[src/rtl/hzc_pkg.sv]
package hzc_pkg;

  typedef enum logic [2:0] {
    CAUSE_INIT  = 3'd0,
    CAUSE_FLUSH = 3'd1,
    CAUSE_ECALL = 3'd2,
    CAUSE_LDUSE = 3'd3,
    CAUSE_NONE  = 3'd4
  } cause_e;

  typedef struct packed {
    logic pc_we;
    logic ifid_we;
    logic idex_we;
    logic ifid_clr;
    logic idex_clr;
    logic exmem_clr;
  } ctl_t;

endpackage

[src/rtl/hzc_loaduse.sv]
module hzc_loaduse #(
  parameter int AW   = 5,
  parameter int NSRC = 2
) (
  input  logic                     ex_is_load,
  input  logic                     ex_wr_en,
  input  logic [AW-1:0]            ex_rd,
  input  logic [NSRC-1:0][AW-1:0]  src_idx,
  input  logic [NSRC-1:0]          src_used,
  output logic                     hit
);

  logic [NSRC-1:0] match;
  logic            dest_live;

  assign dest_live = ex_is_load && ex_wr_en && (ex_rd != '0);

  for (genvar gi = 0; gi < NSRC; gi++) begin : g_src
    assign match[gi] = src_used[gi] && (src_idx[gi] == ex_rd);
  end

  assign hit = dest_live && (|match);

endmodule

[src/rtl/hzc_ecall_wait.sv]
module hzc_ecall_wait #(
  parameter int AW   = 5,
  parameter int NOLD = 2
) (
  input  logic                     ex_is_ecall,
  input  logic [NOLD-1:0]          old_wr,
  input  logic [NOLD-1:0][AW-1:0]  old_rd,
  output logic                     wait_req
);

  logic [NOLD-1:0] pending;

  for (genvar gi = 0; gi < NOLD; gi++) begin : g_old
    assign pending[gi] = old_wr[gi] && (old_rd[gi] != '0);
  end

  assign wait_req = ex_is_ecall && (|pending);

endmodule

[src/rtl/hzc_arbiter.sv]
module hzc_arbiter
  import hzc_pkg::*;
(
  input  logic  clk,
  input  logic  rst_n,
  input  logic  redirect,
  input  logic  ecall_wait,
  input  logic  lduse,
  output ctl_t  ctl
);

  logic   init_q;
  logic   init_d;
  logic   init_en;
  cause_e cause;

  // next-state: the init flag drops after the first edge following reset
  always_comb begin
    init_en = init_q;
    init_d  = 1'b0;
  end

  always_ff @(posedge clk or negedge rst_n) begin
    if (!rst_n) begin
      init_q <= 1'b1;
    end else if (init_en) begin
      init_q <= init_d;
    end
  end

  // fixed priority: init > flush > ecall wait > load-use
  always_comb begin
    if (init_q)          cause = CAUSE_INIT;
    else if (redirect)   cause = CAUSE_FLUSH;
    else if (ecall_wait) cause = CAUSE_ECALL;
    else if (lduse)      cause = CAUSE_LDUSE;
    else                 cause = CAUSE_NONE;
  end

  always_comb begin
    ctl = '{pc_we: 1'b1, ifid_we: 1'b1, idex_we: 1'b1,
            ifid_clr: 1'b0, idex_clr: 1'b0, exmem_clr: 1'b0};
    unique case (cause)
      CAUSE_INIT: begin
        ctl.pc_we     = 1'b0;
        ctl.ifid_we   = 1'b0;
        ctl.idex_we   = 1'b0;
        ctl.ifid_clr  = 1'b1;
        ctl.idex_clr  = 1'b1;
        ctl.exmem_clr = 1'b1;
      end
      CAUSE_FLUSH: begin
        ctl.ifid_clr = 1'b1;
        ctl.idex_clr = 1'b1;
      end
      CAUSE_ECALL: begin
        ctl.pc_we     = 1'b0;
        ctl.ifid_we   = 1'b0;
        ctl.idex_we   = 1'b0;
        ctl.exmem_clr = 1'b1;
      end
      CAUSE_LDUSE: begin
        ctl.pc_we    = 1'b0;
        ctl.ifid_we  = 1'b0;
        ctl.idex_clr = 1'b1;
      end
      default: ;
    endcase
  end

endmodule

[src/rtl/hazard_flush_ctrl.sv]
module hazard_flush_ctrl
  import hzc_pkg::*;
#(
  parameter int AW = 5
) (
  input  logic          clk,
  input  logic          rst_n,
  input  logic          ex_redirect,
  input  logic          ex_is_ecall,
  input  logic          ex_is_load,
  input  logic          ex_wr_en,
  input  logic [AW-1:0] ex_rd,
  input  logic [AW-1:0] id_rs1,
  input  logic [AW-1:0] id_rs2,
  input  logic          id_use_rs1,
  input  logic          id_use_rs2,
  input  logic          mem_wr_en,
  input  logic [AW-1:0] mem_rd,
  input  logic          wb_wr_en,
  input  logic [AW-1:0] wb_rd,
  output logic          pc_we,
  output logic          ifid_we,
  output logic          idex_we,
  output logic          ifid_clr,
  output logic          idex_clr,
  output logic          exmem_clr
);

  localparam int NSRC = 2;
  localparam int NOLD = 2;

  logic [NSRC-1:0][AW-1:0] src_idx;
  logic [NSRC-1:0]         src_used;
  logic [NOLD-1:0][AW-1:0] old_rd;
  logic [NOLD-1:0]         old_wr;
  logic                    lduse_hit;
  logic                    ecall_hold;
  ctl_t                    ctl;

  assign src_idx  = {id_rs2, id_rs1};
  assign src_used = {id_use_rs2, id_use_rs1};
  assign old_rd   = {wb_rd, mem_rd};
  assign old_wr   = {wb_wr_en, mem_wr_en};

  hzc_loaduse #(.AW(AW), .NSRC(NSRC)) u_lduse (
    .ex_is_load (ex_is_load),
    .ex_wr_en   (ex_wr_en),
    .ex_rd      (ex_rd),
    .src_idx    (src_idx),
    .src_used   (src_used),
    .hit        (lduse_hit)
  );

  hzc_ecall_wait #(.AW(AW), .NOLD(NOLD)) u_ecall (
    .ex_is_ecall (ex_is_ecall),
    .old_wr      (old_wr),
    .old_rd      (old_rd),
    .wait_req    (ecall_hold)
  );

  hzc_arbiter u_arb (
    .clk        (clk),
    .rst_n      (rst_n),
    .redirect   (ex_redirect),
    .ecall_wait (ecall_hold),
    .lduse      (lduse_hit),
    .ctl        (ctl)
  );

  assign pc_we     = ctl.pc_we;
  assign ifid_we   = ctl.ifid_we;
  assign idex_we   = ctl.idex_we;
  assign ifid_clr  = ctl.ifid_clr;
  assign idex_clr  = ctl.idex_clr;
  assign exmem_clr = ctl.exmem_clr;

endmodule

[config.mk]
export PLATFORM = sky130hd
export DESIGN_NAME = hazard_flush_ctrl
export DESIGN_NICKNAME = d
export VERILOG_FILES = /design/src/rtl/hzc_pkg.sv /design/src/rtl/hzc_loaduse.sv /design/src/rtl/hzc_ecall_wait.sv /design/src/rtl/hzc_arbiter.sv /design/src/rtl/hazard_flush_ctrl.sv
export SDC_FILE = /design/constraint.sdc
export NUM_CORES = 1
export LEC_CHECK = 0
export CORE_AREA = 2 2 39 41
export DETAILED_ROUTE_END_ITERATION = 8
export DIE_AREA = 0 0 41 43
export DONT_BUFFER_PORTS = 1
export SLEW_MARGIN = 20
export SYNTH_ARGS = -nofsm -noshare
export SYNTH_HDL_FRONTEND = slang
export SYNTH_SLANG_ARGS = --single-unit
[constraint.sdc]
create_clock -name clk -period 3.9 [get_ports clk]
set_input_delay 0.78 -clock clk [delete_from_list [all_inputs] [get_ports clk]]
set_output_delay 0.78 -clock clk [all_outputs]
set_load 0.05 [all_outputs]
==> results of run 1 <==
worst paths after layout:
kind                          startpoint       endpoint  slack [ns]
max in group asynchronous          rst_n  u_arb.init_en        3.25
min in group clk           u_arb.init_en        idex_we        1.46
min                                rst_n  u_arb.init_en        0.63
max                            mem_rd[0]        ifid_we         1.0
cells by family (layout without fill, tap and decap cells):
group           Yosys count  count (layout)  synth area share, %
compound gates            7               7                 28.6
xor+xnor                 10              10                 32.9
buf+inv                   2               3                 4.23
flops                     1               1                 9.86
other cells               1               1                 1.41
simple gates             10              10                 23.0
where the power goes:
part | total, mW | switching, mW | leakage (nW) | internal [mW]
Clock | 0 | 0 | 0 | 0
Sequential | 0.0123 | 0.000727 | 0.0105 | 0.0115
Combinational | 0.0391 | 0.0240 | 0.0774 | 0.0151
layout make-up:
cell class	instances	area (um2)
fill	153	1080
tap	16	20.0
sequential	1	26.3
inverter	1	3.75
timing repair buffer	2	15.0
multi-input combinational	28	240
Yosys cell counts:
library cell / instances
or2_1: 1
a311oi_2: 1
a41o_2: 1
o311a_1: 1
or2_2: 1
or4_4: 1
dfstp_2: 1
a21oi_2: 1
or3_1: 1
buf_4: 1
o211ai_2: 2
nand2_1: 2
or4_1: 1
xnor2_1: 10
o22ai_1: 1
conb_1: 1
inv_1: 1
nand4_1: 2
nor2_1: 1
per-layer routing:
| layer | vias up | global-route usage, % | wire [um] |
|---|---|---|---|
| li1 | 116 | - | - |
| met3 | 0 | 1.05 | 91 |
| met4 | 0 | 0 | 0 |
| met2 | 17 | 14.1 | 350 |
| met5 | - | 0 | 0 |
| met1 | 100 | 12.1 | 256 |
==> impl_metrics.tcl, run 1 <==
set metrics [dict create \
    grt_usage_pct 8.51 \
    timing.fmax_mhz 344 \
    antenna_cells 0 \
    grt_pass1_wl_mm 1.09 \
    worst_path_largest_cell_delay_ns 0.53 \
    layout_min_cycle_time_ns 2.90 \
    cts_setup_buffers 0 \
    p_leak_nw 0.0880 \
    worstSetupPathType "in2out" \
    syn-num-nets 66 \
    clk_pin_slew_ns 0 \
    largest_register_ffs 1 \
    antenna_found_initial 0 \
    layout_commonest_cell "xnor2_1" \
    finalNonFillerCells 48 \
    num_rows 14 \
    grt-ovfl-total 0 \
    wl_per_cell_um 14.5 \
    postRouteWirelength_um 697 \
    placed_cell_area_um2 305 \
    setup-tns-final_ns 0 \
    die_y_um 43 \
    path_cells "or4_1 -> o211ai_2 -> a21oi_2 -> a311oi_4 -> buf_4" \
    dr.first_iter.drc_count 0 \
    crit_family "simple AND/OR/NAND/NOR gates" \
    dieArea_um2 1760 \
    fp.coreArea_um2 1380 \
    vias 233 \
    status "finished clean" \
    hold_viol 0 \
    postCtsResizedCells 0 \
    peakVddDrop_mv 0.0702 \
    start_util_pct 19.3 \
    cp-end-kind "output pin" \
    ys_ff_latch 1 \
    crit_path_max_fanout 3 \
    area_growth_pct 14.6 \
    worst-endpoint-arrival_ns 2.12 \
    viasPerCell 4.85 \
    period_share_pct 74.4 \
    yosysTopAreaCell "xnor2_1" \
    utilization_pct 22.1 \
    die_x_um 41 \
    rsz0062_at_grt "no" \
    p_per_area_nw_per_um2 168 \
    preCtsSetupSlack_ns 0.994 \
    mostFrequentLayoutCells "xnor2_1, o211ai_2, nand4_1, nand2_1, buf_4" \
    synth_warnings 0 \
    min_path_type "in2async" \
    whs_ns 0.632 \
    gp_congestion 0.622 \
    synth-seq-area-share_pct 9.86 \
    syn_area_um2 267 \
    grt_max_degree 5 \
    drc_errors 0 \
    synth_top_area_share_pct 32.9 \
    ioPinCount 41 \
    crit_slowest_cell "or4_1" \
    netlist_instances 31 \
    grt_pass1_vias 240 \
    netlist_top_cells_area "xnor2_1, dfstp_2, o211ai_2" \
    portBuffers 0 \
    hold_buffers 0 \
    avgSynthCellArea_um2 8.60 \
    drt_first_pass_iters 1 \
    path_buf_inv 1 \
    setup_viol 0 \
    ant_nets 0 \
    drive_above_1_share_pct 31.3 \
    fin_area_um2 305 \
    nets 69 \
    slew_viol_final 0 \
    worstSetupStartpointType "primary input" \
    worst_slack_ns 0.997 \
    path_depth 5 \
    cap_violations 0 \
    total_power_mw 0.0514 \
    ys_types 19 \
    dp.cells 48 \
    cp.required_ns 3.12 \
]
Power figures use the tool's default switching activity.
==> run 2, diff against run 1 <==
==> constraint.sdc (replaced) <==
create_clock -name clk -period 2.9 [get_ports clk]
set_input_delay 0.58 -clock clk [delete_from_list [all_inputs] [get_ports clk]]
set_output_delay 0.58 -clock clk [all_outputs]
set_load 0.05 [all_outputs]
==> run 2 against run 1 <==
  * Sequential share of layout area unchanged
  * Worst setup slack worse by 0.63 ns
  * Critical path depth unchanged
  * First-iteration DRC count unchanged
  * Combinational power up 34%
  * Global-route usage up 0.50 points
  * Design area unchanged
  * Via count down 0.86%
  * Largest cell class unchanged
  * Routed wire length up 11%
==> impl_metrics.tcl, run 2 (synthesis gave the netlist of run 1 again) <==
set metrics [dict create \
    worst-endpoint-arrival_ns 1.95 \
    cp.required_ns 2.32 \
    hpwl_um 748 \
    grt_pass1_vias 270 \
    num_rows 14 \
    largest_register_ffs 1 \
    cts_setup_buffers 0 \
    whs_ns 0.432 \
    postCtsResizedCells 0 \
    path_cells "or4_1 -> o211ai_2 -> a21oi_2 -> a311oi_4 -> buf_4" \
    antenna_cells 0 \
    worstSetupPathType "in2out" \
    layout_min_cycle_time_ns 2.53 \
    drt_first_pass_iters 1 \
    area_growth_pct 14.6 \
    grt.busiest_layer "met2" \
    crit_slowest_cell "or4_1" \
    ioPinCount 41 \
    grt-ovfl-total 0 \
    grt_max_degree 5 \
    crit_path_max_fanout 3 \
    total_power_mw 0.0691 \
    p_leak_nw 0.0880 \
    grt_pass1_wl_mm 1.15 \
    layout_commonest_cell "xnor2_1" \
    mostFrequentLayoutCells "xnor2_1, o211ai_2, nand4_1, nand2_1, buf_4" \
    setup_viol 0 \
    cap_violations 0 \
    status "finished clean" \
    gr-usage-met3_pct 1.57 \
    grt_use_met2_pct 15.9 \
    gp_congestion 0.646 \
    drive_above_1_share_pct 31.3 \
    drc_errors 0 \
    slew_viol_final 0 \
    cp-end-kind "output pin" \
    ant_nets 0 \
    p_per_area_nw_per_um2 226 \
    timing.fmax_mhz 395 \
    postRouteWirelength_um 774 \
    dieArea_um2 1760 \
    grt_usage_pct 9.01 \
    wl_per_cell_um 16.1 \
    start_util_pct 19.3 \
    portBuffers 0 \
    utilization_pct 22.1 \
    die_x_um 41 \
    antenna_found_initial 0 \
    crit_family "simple AND/OR/NAND/NOR gates" \
    peakVddDrop_mv 0.0929 \
    hold_buffers 0 \
    path_buf_inv 1 \
    setup-tns-final_ns 0 \
    viasPerCell 4.81 \
    hold_viol 0 \
    clk_pin_slew_ns 0 \
    period_share_pct 87.4 \
    rsz0062_at_grt "no" \
    worstSetupStartpointType "primary input" \
    dr.first_iter.drc_count 0 \
    worst_path_largest_cell_delay_ns 0.54 \
    use_met1_pct 11.5 \
    vias 231 \
    fp.coreArea_um2 1380 \
    min_path_type "in2async" \
    die_y_um 43 \
    nets 69 \
]
-- run 2: cell type report --
type	count	area, um2
Sequential cell	1	26.3
Timing Repair Buffer	2	15.0
Tap cell	16	20.0
Fill cell	156	1080
Multi-Input combinational cell	28	240
Inverter	1	3.75
-- run 2: power by group --
part           switching (mW)  total, mW  internal, mW
Combinational          0.0322     0.0525        0.0203
Clock                       0          0             0
Sequential            0.00104     0.0166        0.0155
Total                  0.0332     0.0691        0.0358
-- run 2: through the flow --
stage | setup WS, ns | std cells | instance area [um2]
6_report | 0.366 | 48 | 305
2_1_floorplan | 0.0637 | 31 | 278
5_1_grt | 0.284 | 48 | 305
4_1_cts | 0.359 | 48 | 305
3_3_place_gp | 0.405 | 48 | 305
3_5_place_dp | 0.359 | 48 | 305
-- run 2: layer usage --
| layer | part of all wire, % | wire, um | vias up |
|---|---|---|---|
| met5 | 0 | 0 | - |
| met4 | 0 | 0 | 0 |
| met3 | 13 | 103 | 0 |
| met2 | 53 | 410 | 17 |
| met1 | 34 | 261 | 97 |
| li1 | - | - | 117 |
-- run 2: worst max-delay path by stage --
stage	slack [ns]	depth (start not counted)	to	from
after floorplan	0.06	5	pc_we	mem_rd[0]
after global placement	0.41	4	pc_we	ex_rd[0]
after detailed placement	0.36	5	pc_we	mem_rd[0]
after CTS	0.36	5	pc_we	mem_rd[0]
after global routing	0.28	5	pc_we	mem_rd[0]
final	0.37	5	pc_we	mem_rd[0]
==> run 3, diff against run 2 <==
--- a/config.mk
+++ b/config.mk
@@ -9,6 +9,7 @@
 export DETAILED_ROUTE_END_ITERATION = 8
 export DIE_AREA = 0 0 41 43
 export DONT_BUFFER_PORTS = 1
+export SETUP_SLACK_MARGIN = 0.4
 export SLEW_MARGIN = 20
 export SYNTH_ARGS = -nofsm -noshare
 export SYNTH_HDL_FRONTEND = slang
==> run 3 against run 2 <==
  * Flip-flop and latch count unchanged
  * Sequential share of layout area fell by 0.21 points
  * Via count fell by 1.7%
  * First-iteration DRC count is the same
  * Design area increased by 2.5%
  * Worst hold slack hardly changed
  * Cell count unchanged
  * Power grew 1.4%
  * Largest cell class unchanged
  * Highest routed layer unchanged
  * Core utilization rose by 0.54 points
  * Critical path depth is 1 lower
  * Die area did not move
==> impl_metrics.tcl, run 3 (synthesis gave the netlist of run 1 again) <==
set metrics [dict create \
    p_leak_nw 0.0907 \
    cts_setup_buffers 0 \
    worstSetupPathType "in2out" \
    num_rows 14 \
    wl_per_cell_um 14.3 \
    antenna_found_initial 0 \
    ant_nets 0 \
    regArea_um2 26.3 \
    multi_input_area_um2 244 \
    fin_area_um2 313 \
    antenna_cells 0 \
    grt_max_degree 5 \
    nets 69 \
    layout_commonest_cell "xnor2_1" \
    setup_viol 0 \
    placed_cell_area_um2 309 \
    cp-end-kind "output pin" \
    grt_usage_pct 8.31 \
    largest_register_ffs 1 \
    worst_slack_ns 0.454 \
    min_path_type "in2async" \
    worstSetupStartpointType "primary input" \
    hold_buffers 0 \
    cap_violations 0 \
    viasPerCell 4.73 \
    setup-tns-final_ns 0 \
    grt_pass1_vias 239 \
    area_growth_pct 17.4 \
    grt-ovfl-total 0 \
    ioPinCount 41 \
    peakVddDrop_mv 0.0985 \
    total_power_mw 0.0700 \
    p_per_area_nw_per_um2 224 \
    dr.first_iter.drc_count 0 \
    mostFrequentLayoutCells "xnor2_1, or4_4, o211ai_2, nand4_1, nand2_1" \
    layout_min_cycle_time_ns 2.45 \
    fillers 161 \
    postRouteWirelength_um 686 \
    gp_congestion 0.594 \
    portBuffers 0 \
    dieArea_um2 1760 \
    whs_ns 0.432 \
    drive_above_1_share_pct 34.4 \
    fp.coreArea_um2 1380 \
    period_share_pct 84.4 \
    die_y_um 43 \
    worst-endpoint-arrival_ns 1.87 \
    cp.required_ns 2.32 \
    die_x_um 41 \
    slew_viol_final 0 \
    hold_viol 0 \
    drt_first_pass_iters 1 \
    grt_pass1_wl_mm 1.06 \
    postCtsResizedCells 0 \
    clk_pin_slew_ns 0 \
    crit_path_max_fanout 3 \
    rsz0062_at_grt "no" \
    vias 227 \
    timing.fmax_mhz 409 \
    preCtsSetupSlack_ns 0.401 \
    drc_errors 0 \
    start_util_pct 19.3 \
    status "finished clean" \
]
[run 3: cell type report]
cell class,instances,share of cell area [%]
timing repair buffer,2,6.00
multi-input combinational,28,78.0
tap,16,6.40
inverter,1,1.20
sequential,1,8.40
[run 3: worst max path at each step]
stage,from,end,slack [ns]
floorplan,wb_rd[0],pc_we,0.07
global placement,ex_rd[0],pc_we,0.40
detailed placement,ex_rd[0],ifid_we,0.40
CTS,ex_rd[0],ifid_we,0.40
global route,ex_rd[0],ifid_we,0.43
finish,ex_rd[0],ifid_we,0.45
[run 3: stage by stage]
stage,utilization [%],std cells
after floorplan,-,31
after global placement,22.3,48
after detailed placement,22.3,48
after CTS,22.3,48
after global routing,22.6,48
final,22.6,48
[run 3: worst max-delay path, stage by stage]
cell and delay [ns]:
or3_1 0.37, o311a_1 0.35, a311oi_4 0.30, buf_6 0.26
[run 3: layer usage]
metal  routed length [um]  GRT usage [%]
met5                    0              0
met4                    0              0
met3                  103           1.05
met2                  355           13.8
met1                  227           11.8
[run 3: report_power, final]
group          switching (mW)  internal (mW)
Sequential            0.00104         0.0155
Combinational          0.0321         0.0213
Clock                       0              0
